### src/rtl/busarb_pkg.sv
package busarb_pkg;

    localparam int ID_W      = 3;
    localparam int MAX_NODES = (1 << ID_W) - 2;

    typedef logic [ID_W-1:0] node_id_t;

    typedef enum logic {
        PRIO_FIXED  = 1'b0,
        PRIO_ROTATE = 1'b1
    } prio_e;

    // Ownership state, identical in every node.
    typedef struct packed {
        logic     host_owns;   // host currently owns the bus
        node_id_t owner;       // current or most recent processor owner
    } own_state_t;

    typedef struct packed {
        logic     valid;
        node_id_t id;
    } pick_t;

    localparam node_id_t RESET_OWNER = node_id_t'(1);

    function automatic node_id_t idx_to_id(input int idx);
        return node_id_t'(idx + 1);
    endfunction

endpackage

### src/rtl/busarb_pick_fixed.sv
module busarb_pick_fixed
    import busarb_pkg::*;
#(
    parameter int NODES = 6
) (
    input  logic [NODES-1:0] req,
    output pick_t            pick
);

    // Scan from the top down so that the lowest requesting index is the
    // last one written, which gives it the win.
    always_comb begin
        pick = '0;
        for (int i = NODES - 1; i >= 0; i--) begin
            if (req[i]) begin
                pick.valid = 1'b1;
                pick.id    = idx_to_id(i);
            end
        end
    end

endmodule

### src/rtl/busarb_pick_rotate.sv
module busarb_pick_rotate
    import busarb_pkg::*;
#(
    parameter int NODES = 6
) (
    input  logic [NODES-1:0] req,
    input  node_id_t         last_id,
    output pick_t            pick
);

    // The index of the node after last_id equals last_id itself, because
    // IDs are index + 1. Wrap that start point into range first.
    always_comb begin
        int start;
        int idx;
        pick  = '0;
        start = int'(last_id);
        if (start >= NODES) begin
            start = 0;
        end
        // Descending distance: the nearest requester is the last one written.
        for (int k = NODES - 1; k >= 0; k--) begin
            idx = start + k;
            if (idx >= NODES) begin
                idx = idx - NODES;
            end
            if (req[idx]) begin
                pick.valid = 1'b1;
                pick.id    = idx_to_id(idx);
            end
        end
    end

endmodule

### src/rtl/busarb_next.sv
module busarb_next
    import busarb_pkg::*;
#(
    parameter int NODES = 6
) (
    input  own_state_t       cur,
    input  logic [NODES-1:0] req,
    input  logic             host_req,
    input  logic             lock,
    input  prio_e            mode,
    input  pick_t            fix_pick,
    input  pick_t            rot_pick,
    output own_state_t       nxt
);

    logic  owner_req;
    pick_t win;

    // Request bit of the current processor owner.
    always_comb begin
        owner_req = 1'b0;
        for (int i = 0; i < NODES; i++) begin
            if (cur.owner == idx_to_id(i)) begin
                owner_req = req[i];
            end
        end
    end

    always_comb begin
        win = (mode == PRIO_ROTATE) ? rot_pick : fix_pick;
    end

    always_comb begin
        nxt = cur;
        if (!lock) begin
            if (cur.host_owns) begin
                if (!host_req) begin
                    nxt.host_owns = 1'b0;
                    if (win.valid) begin
                        nxt.owner = win.id;
                    end
                end
            end else if (!owner_req) begin
                if (host_req) begin
                    nxt.host_owns = 1'b1;
                end else if (win.valid) begin
                    nxt.owner = win.id;
                end
            end
        end
    end

endmodule

### src/rtl/busarb_node.sv
module busarb_node
    import busarb_pkg::*;
#(
    parameter int NODES          = 6,
    parameter bit ROTATE_SUPPORT = 1'b1
) (
    input  logic             clk,
    input  logic             rst,
    input  logic             cfg_rotate,
    input  logic [ID_W-1:0]  my_id,
    input  logic [NODES-1:0] req_lines,
    input  logic             host_req,
    input  logic             lock,
    output logic             bus_master,
    output logic             host_grant,
    output logic [ID_W-1:0]  owner_id
);

    own_state_t state_q;
    own_state_t state_d;
    pick_t      fix_pick;
    pick_t      rot_pick;
    prio_e      mode;

    assign mode = ROTATE_SUPPORT ? prio_e'(cfg_rotate) : PRIO_FIXED;

    busarb_pick_fixed #(.NODES(NODES)) u_fixed (
        .req  (req_lines),
        .pick (fix_pick)
    );

    generate
        if (ROTATE_SUPPORT) begin : g_rot
            busarb_pick_rotate #(.NODES(NODES)) u_rot (
                .req     (req_lines),
                .last_id (state_q.owner),
                .pick    (rot_pick)
            );
        end else begin : g_norot
            assign rot_pick = fix_pick;
        end
    endgenerate

    busarb_next #(.NODES(NODES)) u_next (
        .cur      (state_q),
        .req      (req_lines),
        .host_req (host_req),
        .lock     (lock),
        .mode     (mode),
        .fix_pick (fix_pick),
        .rot_pick (rot_pick),
        .nxt      (state_d)
    );

    always_ff @(posedge clk) begin
        if (rst) begin
            state_q.host_owns <= 1'b0;
            state_q.owner     <= RESET_OWNER;
        end else begin
            state_q <= state_d;
        end
    end

    assign host_grant = state_q.host_owns;
    assign owner_id   = state_q.host_owns ? '0 : state_q.owner;
    assign bus_master = !state_q.host_owns && (state_q.owner == my_id);

endmodule

### config.mk
export PLATFORM = sky130hd
export DESIGN_NAME = busarb_node
export DESIGN_NICKNAME = d
export VERILOG_FILES = /design/src/rtl/busarb_pkg.sv /design/src/rtl/busarb_pick_fixed.sv /design/src/rtl/busarb_pick_rotate.sv /design/src/rtl/busarb_next.sv /design/src/rtl/busarb_node.sv
export SDC_FILE = /design/constraint.sdc
export NUM_CORES = 1
export LEC_CHECK = 0
export BUFFER_PORTS_ARGS = -buffer_cell sky130_fd_sc_hd__buf_2
export CORE_UTILIZATION = 39
export DETAILED_ROUTE_END_ITERATION = 8
export GPL_TIMING_DRIVEN = 0
export MAX_ROUTING_LAYER = met4
export PLACE_DENSITY = 0.63
export SYNTH_ARGS = -nofsm -noshare
export SYNTH_HDL_FRONTEND = slang
export SYNTH_HIERARCHICAL = 1
export SYNTH_SLANG_ARGS = --single-unit
### constraint.sdc
create_clock -name clk -period 5.85 [get_ports clk]
set_input_delay 0 -clock clk [delete_from_list [all_inputs] [get_ports clk]]
set_output_delay 0 -clock clk [all_outputs]
set_load 0.05 [all_outputs]
==> results of run 1 <==
[worst paths after layout]
path | endpoint | slack (ps)
setup reg to reg | state_q[0]$_SDFF_PP1_ | 1420
hold / removal | host_grant$_SDFF_PP0_ | 130
setup / recovery | state_q[0]$_SDFF_PP1_ | 1420
hold reg to reg | host_grant$_SDFF_PP0_ | 710
[power groups by stage]
stage / Clock, mW / Combinational [mW] / Sequential [mW]
floorplan: 0 / 0.456 / 0.0483
global placement: 0 / 0.564 / 0.0499
detailed placement: 0 / 0.567 / 0.0495
CTS: 0.0591 / 0.570 / 0.0491
global route: 0.0616 / 0.641 / 0.0519
finish: 0.0574 / 0.571 / 0.0486
[sequential cells by signal, indices dropped and copies added (netlist names)]
name        cells
state_q         3
host_grant      1
[stage by stage]
stage,hold WS (ps),utilization [%],cell area [um^2]
3_5_place_dp,206.2,46.32,1607
2_1_floorplan,71.61,-,1459
3_3_place_gp,208.2,46.32,1607
5_1_grt,184.3,47.80,1658
6_report,131.4,47.80,1658
4_1_cts,132.9,47.80,1658
[cell usage in the layout (no fill, tap or decap), types with 3 or more instances in the layout]
cell type                   n
sky130_fd_sc_hd__dfxtp_1    4
sky130_fd_sc_hd__mux2i_1    8
sky130_fd_sc_hd__buf_2     20
sky130_fd_sc_hd__nand2_1   12
sky130_fd_sc_hd__o21ai_0    8
sky130_fd_sc_hd__a21oi_1    8
sky130_fd_sc_hd__xor2_1     4
sky130_fd_sc_hd__a31oi_1    3
sky130_fd_sc_hd__a211oi_1   3
sky130_fd_sc_hd__inv_1     13
sky130_fd_sc_hd__nor2b_1   12
sky130_fd_sc_hd__xnor2_1    3
sky130_fd_sc_hd__clkbuf_8   3
sky130_fd_sc_hd__o22ai_1    3
sky130_fd_sc_hd__nand3_1    8
sky130_fd_sc_hd__nor2_1     9
sky130_fd_sc_hd__or3_1      4
sky130_fd_sc_hd__mux2_2     4
sky130_fd_sc_hd__ha_1      16
sky130_fd_sc_hd__nor3_1     3
[cell families after synthesis]
kind of cell	Yosys count	share of synthesized area, %
AOI/OAI and AO/OA	48	25.22
adders and majority gates	18	16.47
xor gates and xnor gates	7	4.202
muxes	17	14.15
and+or+nand+nor	70	28.90
buffers and inverters	19	5.575
DFF	4	5.489
[what timing repair did]
action,4_1_cts,5_1_grt
hold endpoints to repair,3,0
hold buffers,1,0
resized for setup,0,0
setup buffers,0,0
[worst max-delay path, stage by stage (launching register included)]
cell and delay [ps]:
sky130_fd_sc_hd__dfxtp_1 610, sky130_fd_sc_hd__ha_1 250, sky130_fd_sc_hd__nand2b_4 120, sky130_fd_sc_hd__buf_6 180, sky130_fd_sc_hd__inv_2 150, sky130_fd_sc_hd__ha_1 220
sky130_fd_sc_hd__inv_1 50, sky130_fd_sc_hd__ha_1 240, sky130_fd_sc_hd__clkbuf_1 210, sky130_fd_sc_hd__nor2b_1 320, sky130_fd_sc_hd__or3b_1 170, sky130_fd_sc_hd__o221ai_1 130
sky130_fd_sc_hd__nor2_1 250, sky130_fd_sc_hd__nor2_1 120, sky130_fd_sc_hd__nand3_1 110, sky130_fd_sc_hd__mux2i_1 90, sky130_fd_sc_hd__or3_4 350, sky130_fd_sc_hd__a31oi_2 190
sky130_fd_sc_hd__mux2_1 340, sky130_fd_sc_hd__or2_1 200
[final cells by class]
type	count	area (um^2)	share of cell area, %
inverter	15	56.30	3.396
multi-input combinational	160	1297	78.26
timing repair buffer	19	100.1	6.038
clock buffer	3	41.29	2.491
buffer	4	25.02	1.509
tap	46	57.56	3.472
sequential	4	80.08	4.830
[layer usage]
| metal | up-vias | GRT usage, % | routed length (um) |
|---|---|---|---|
| met4 | 0 | 3.488 | 13 |
| li1 | 728 | - | - |
| met3 | 2 | 2.174 | 113 |
| met5 | - | - | 0 |
| met2 | 39 | 29.97 | 1615 |
| met1 | 655 | 25.11 | 1661 |
==> results.txt, run 1 <==
- Outcome: complete, no violations
- Top cell types by occurrence after synthesis: sky130_fd_sc_hd__ha_1 (16), sky130_fd_sc_hd__inv_1 (13), sky130_fd_sc_hd__nand2_1 (12), sky130_fd_sc_hd__nor2b_1 (12), sky130_fd_sc_hd__nor2_1 (9)
- Slew HR: 60.34%
- Combinational share of power: 84.3%
- In the final layout, the share of cells above drive strength 1 is 21.95%.
- Net Count, Synth: ~220
- The initialized floorplan defines 21 standard-cell rows.
- In this run, flip-flops and latches consume ~7% of the power.
- Buffer cell driving the clock tree root: sky130_fd_sc_hd__clkbuf_8
* Final count of negative-setup-slack endpoints: 0
- The pre-antenna-repair detailed-routing pass consisted of 4 iterations.
* Top cells by area, synth: sky130_fd_sc_hd__ha_1 (14%), sky130_fd_sc_hd__dfxtp_1 (5.5%), sky130_fd_sc_hd__mux2i_1 (5.5%)
- Clock period minus worst slack: roughly 4400 ps
- The worst setup path is captured at a flip-flop.
* Cell Count, Final, Fillers Out: 251
- DP Wirelength: approximately 2700 um
- Setup Skew: 4.404 ps
* Hold/Removal Path Class: in -> reg
* Vias in the first global route: approximately 1300
- TritonCTS created 3 clock buffers.
* WL per Instance: approximately 14 um
- The worst hold path was traced through 3 stages.
- Timing would allow up to roughly 230 MHz.
- Relative to the synthesized area, the layout overhead comes to 13.64%.
- Final routed DRC violation total: 0
- Summed over all nets, the switching power comes to ~0.36 mW.
- The routed layout has roughly 1400 vias.
* Power density over the cells: ~410 nW/um^2
- Final GP Congestion: 0.8561
- The count of nets left with antenna violations once routing finished came out at 0.
- Final net count: ~240
* Reg2Reg Depth: 19
- TritonCTS built the clock tree.
* Post-placement cell count: 247
* Register area share after synthesis: between 5 and 6%
- The average instance in the mapped netlist occupies approximately 8 um^2.
- DRC violation total after the first TritonRoute iteration: 64
* Total global routing track utilization: between 10% and 20%
- Final Hold Vio Count: 0
- Summed over all layers, the global routing overflow is 0.
- Die extent in x: approximately 63 um
- Vertical die dimension: between 60 and 70 um
* Die area: 3989 um^2
* Worst Setup Slack post-DPL: 1416 ps
- Final wirelength: between 3000 and 4000 um
- Startpoint class of the critical path: flip-flop
- Detailed-route vias per instance: 5.673
* Portion of the clock cycle consumed by the worst path in the final layout: 75.78%
- Top_reg_cell synth: sky130_fd_sc_hd__dfxtp_1
* Post-layout worst setup margin: 1417 ps
* Number of warnings reported in the yosys synthesis log: 6
- Most used standard cell by instance count after synthesis: sky130_fd_sc_hd__ha_1
* Skew-Pair Late Insertion Delay: approximately 220 ps
* Proportion of synthesized flip-flops having asynchronous set or reset: 0%
- Count of flip-flops with a built-in enable after synthesis: 0
* Post-Syn Area: about 1500 um^2
- For this design the top-level I/O count stands at 19.
- Hold path startpoint: lock
* Relative contribution of the clock network to total power: 8.5%
* Number of instances in the synthesized netlist: between 150 and 200
* Startpoint of the most critical register-to-register path: state_q[2]$_SDFF_PP0_
- The count of final max-slew check failures was 0.
- Max-cap check violation count: 0
* Post-synthesis sequential element count: 4
- Int Power: 0.3171 mW
- The most critical setup path has its startpoint at state_q[2]$_SDFF_PP0_.
- Clock-pin slew was measured on the worst setup and hold paths at about 30 ps.
- After synthesis, the netlist uses between 60 and 70 different library cells.
- The initial utilization of the core area, before any placement, comes to between 40 and 50%.
- The number of antenna violations at the first check in global routing is 0.
- Adding up every negative setup slack in the final design gives 0 ps.
- Maximum vdd drop: between 0.2 and 0.25 mV
- Critical path data arrival time: approximately 4500 ps
* Unrepaired setup endpoints after global routing: false
* Sw Ratio: 53.14%
- Entering global routing, the biggest net connects 16 pins.
* Wire length of the first global-routing pass: 5851 um
- The critical path in this run is classified as reg -> reg.
- Along the worst path, the maximum fanout reaches 15.
* Count of antenna diodes in the layout: 0
* Clock sink total: 4
- WP data required: 5950 ps
- Floorplan Core Area: 3468 um^2
* Static leakage power: about 0.71 nW
- Input and output buffers added on the ports amount to 18.
- Fill cell count: between 300 and 400
- In this run the deepest clock path goes through 2 buffers.
- The design draws roughly 0.68 mW.
- Of the post-synthesis cell area, the dominant cell type holds a little over an eighth.
* Tightest Pin Transition: 578.3 ps
- Total number of H-tree levels: 1
- The largest total area in the synthesized netlist belongs to sky130_fd_sc_hd__ha_1.
Note: power is estimated with default switching activity, not from simulation.
==> inputs of run 2 (changes only) <==
--- a/config.mk
+++ b/config.mk
@@ -10,7 +10,7 @@
 export DETAILED_ROUTE_END_ITERATION = 8
 export GPL_TIMING_DRIVEN = 0
 export MAX_ROUTING_LAYER = met4
-export PLACE_DENSITY = 0.63
+export PLACE_DENSITY = 0.65
 export SYNTH_ARGS = -nofsm -noshare
 export SYNTH_HDL_FRONTEND = slang
 export SYNTH_HIERARCHICAL = 1
==> constraint.sdc (replaced) <==
create_clock -name clk -period 3.89 [get_ports clk]
set_input_delay 0 -clock clk [delete_from_list [all_inputs] [get_ports clk]]
set_output_delay 0 -clock clk [all_outputs]
set_load 0.05 [all_outputs]
==> run 2 against run 1 <==
Against the previous run:
- die area unchanged
- via count grew 2.9%
- largest power group unchanged
- wire length is 5.7% higher
- clock skew increased by 0.89 ps
- final cell count rose by 2.8%
- largest cell class unchanged
==> results.txt, run 2 (synthesized netlist as in run 1, its figures left out) <==
- Int Power: approximately 0.54 mW
- Final number of max-transition violations: 0
- From bottom edge to top edge, the die measures 63.16 um.
- Biggest register: state_q
- Residual antenna-violating net count after detailed routing: 0
- The region available for standard cell placement spans between 3000 and 4000 um^2.
* Relative contribution of the clock network to total power: 8.2%
- The analysis attributes to cell leakage a power of 0.7730 nW.
- Reg power frac: 6.3%
- Dividing the detail-routed via count by the number of cells gives between 5 and 6.
- The slowest stage of the critical path is the sky130_fd_sc_hd__dfxtp_4 cell.
* CP top delay family: simple AND/OR/NAND/NOR gates
- Final count of negative-setup-slack endpoints: 0
- For this run, the slowest stage of the critical path takes 390 ps.
- Slew HR: between 50% and 60%
- The final number of hold-violating endpoints was 0.
* DRC violation total after the first TritonRoute iteration: 52
* Clock sink total: 4
* Antenna violations before repair: 0
- Combinational logic is responsible for between 80% and 90% of the overall power.
- Placed Area: 1609 um^2
* Final wirelength: 3599 um
- STA puts the critical path data arrival time at roughly 3800 ps.
- The number of antenna diodes in the final layout is 0.
- At the later pin of the worst-skew pair, clock insertion delay measures about 230 ps.
- The finished layout holds roughly 260 standard cells, fillers aside.
- Via total after detailed routing: about 1500
- The first global-routing pass estimated 5947 um of wire.
- Net Switching: a little under 0.6 mW
* Count of buffers inserted at the top-level ports: 18
- Worst hold path cell count: 3
- STA classifies the critical path startpoint as a flip-flop.
* Total stage count of the critical path: 18
* WL per Instance: between 10 and 15 um
- The final layout contains roughly 250 nets.
* Number of buffers created by CTS: 3
* Maximum clock path buffer count: 2
- The critical path contains buffers and inverters numbering 4 combined.
* Vias in the first global route: roughly 1300
- Maximum clock rate: roughly 270 MHz
- The library cell used most frequently in the layout, excluding fill and tap cells, is sky130_fd_sc_hd__buf_2.
- In this run the worst path has a maximum fanout of 10.
- Clock period minus worst slack: about 3700 ps
- Max-cap check violation count: 0
- Tightest Pin Transition: approximately 640 ps
- Top cell by count, worst path: sky130_fd_sc_hd__ha_1
* Die area: 3989 um^2
- Row generation in the floorplan step produced 21 rows.
- Dividing total power by cell area gives a power density of slightly above 600 nW/um^2.
- Total number of H-tree levels: 1
- Maximum vdd drop: 0.2330 mV
- DP Wirelength: ~2700 um
- Clock transition at the register clock pins on the worst setup and hold paths after CTS: about 40 ps
- Die extent in x: ~63 um
- Before antenna repair, the detailed router went through 5 iterations.
- The worst setup path is captured at a flip-flop.
- Sw Ratio: 51.66%
* Total global routing track utilization: a little under a fifth
- Measured in cells, the most critical reg-to-reg path has a length of 18.
- WP data required: 4000 ps
- For the final database, setup skew stands at between 5 and 6 ps.
- Dividing the final minimum period by the clock period gives 95.61%.
- TritonCTS built the clock tree.
- The register with the most flip-flops in the layout has 3 of them.
* Area added between synthesis and finish: 23.93%
* Cells traversed along the worst timing path: ha_1 -> nand2b_4 -> buf_12 -> clkinv_8 -> ha_1 -> inv_1 -> ha_4 -> buf_6 -> or3_1 -> o22ai_2 -> nor3_4 -> and3_1 -> nand3_1 -> mux2i_1 -> or3_4 -> a31oi_4 -> mux2_1 -> or2_1
* Share of layout cells above drive strength 1: 28.77%
* Leading cell types in the layout, fill and taps excluded: sky130_fd_sc_hd__buf_2 (19), sky130_fd_sc_hd__ha_1 (14), sky130_fd_sc_hd__inv_1 (13)
- Starting utilization of the core area: between 40% and 50%
* Fill cell count: roughly 350
- Pin count of the biggest net entering global routing: 16
* Setup Crit Path Kind: reg -> reg
* Non-Filler Cell Area, Final: about 1800 um^2
* Area occupied by multi-input gates: about 1400 um^2
* Sequential Area: roughly 88 um^2
- In the routed design, unresolved DRC markers number 0.
* Buffer cell driving the clock tree root: sky130_fd_sc_hd__clkbuf_8
* Power Total: between 1 and 1.5 mW
* Final GP Congestion: ~0.86
- For this design the top-level I/O count stands at 19.
- Summed over all layers, the global routing overflow is 0.
- Outcome: complete, no violations
- The tightest min-delay check is of the in -> reg type.
* Post-placement cell count: approximately 250
## run 2: per-layer routing
metal,wire [um],vias to the layer above,global-route usage [%],share of wire (%)
li1,-,743,-,-
met1,1764,702,24.32,49
met2,1752,20,31.45,49
met3,83,0,2.717,2.3
met4,0,0,2.035,0
met5,0,-,-,0
## run 2: path summary, 6_finish.rpt
path                          from                    end  slack, ps
max          state_q[1]$_SDFF_PP0_  state_q[0]$_SDFF_PP1_        170
min                           lock  host_grant$_SDFF_PP0_        120
max reg2reg  state_q[1]$_SDFF_PP0_  state_q[0]$_SDFF_PP1_        170
min reg2reg  host_grant$_SDFF_PP0_  host_grant$_SDFF_PP0_        730
## run 2: through the flow
stage          setup WS [ps]  util, %  setup TNS [ps]  hold WS [ps]
2_1_floorplan          95.64        -               0         64.20
3_3_place_gp          -299.0    46.39          -601.1         195.3
3_5_place_dp          -306.4    46.39          -627.7         198.5
4_1_cts                3.304    49.28               0         123.3
5_1_grt               -10.11    52.13          -10.11         143.5
6_report               170.7    52.13               0         124.2
## run 2: what timing repair did
item / CTS / global route
hold buffers: 1 / 0
endpoints found under the hold margin: 3 / 0
pin swaps: 0 / 1
resized for setup: 14 / 8
setup buffers: 0 / 7
endpoints found under the setup margin: 3 / 3
## run 2: worst min-delay path, cell delays in order
cell and delay (ps):
sky130_fd_sc_hd__buf_2 100, sky130_fd_sc_hd__a21o_1 110, sky130_fd_sc_hd__nor2b_1 100
## run 2: power groups by stage
stage | registers (mW) | clock network [mW] | logic (mW)
floorplan | 0.0739 | 0 | 0.686
global placement | 0.0763 | 0 | 0.842
detailed placement | 0.0763 | 0 | 0.845
CTS | 0.0776 | 0.0922 | 0.884
global route | 0.0718 | 0.0954 | 1.06
finish | 0.0699 | 0.0917 | 0.956
## run 2: area by class of cell
type                       instances  area share (%)
buffer                             4           2.422
clock buffer                       3           2.284
inverter                          15           3.806
multi-input combinational        160           75.02
sequential                         4           4.844
tap                               46           3.183
timing repair buffer              26           8.443
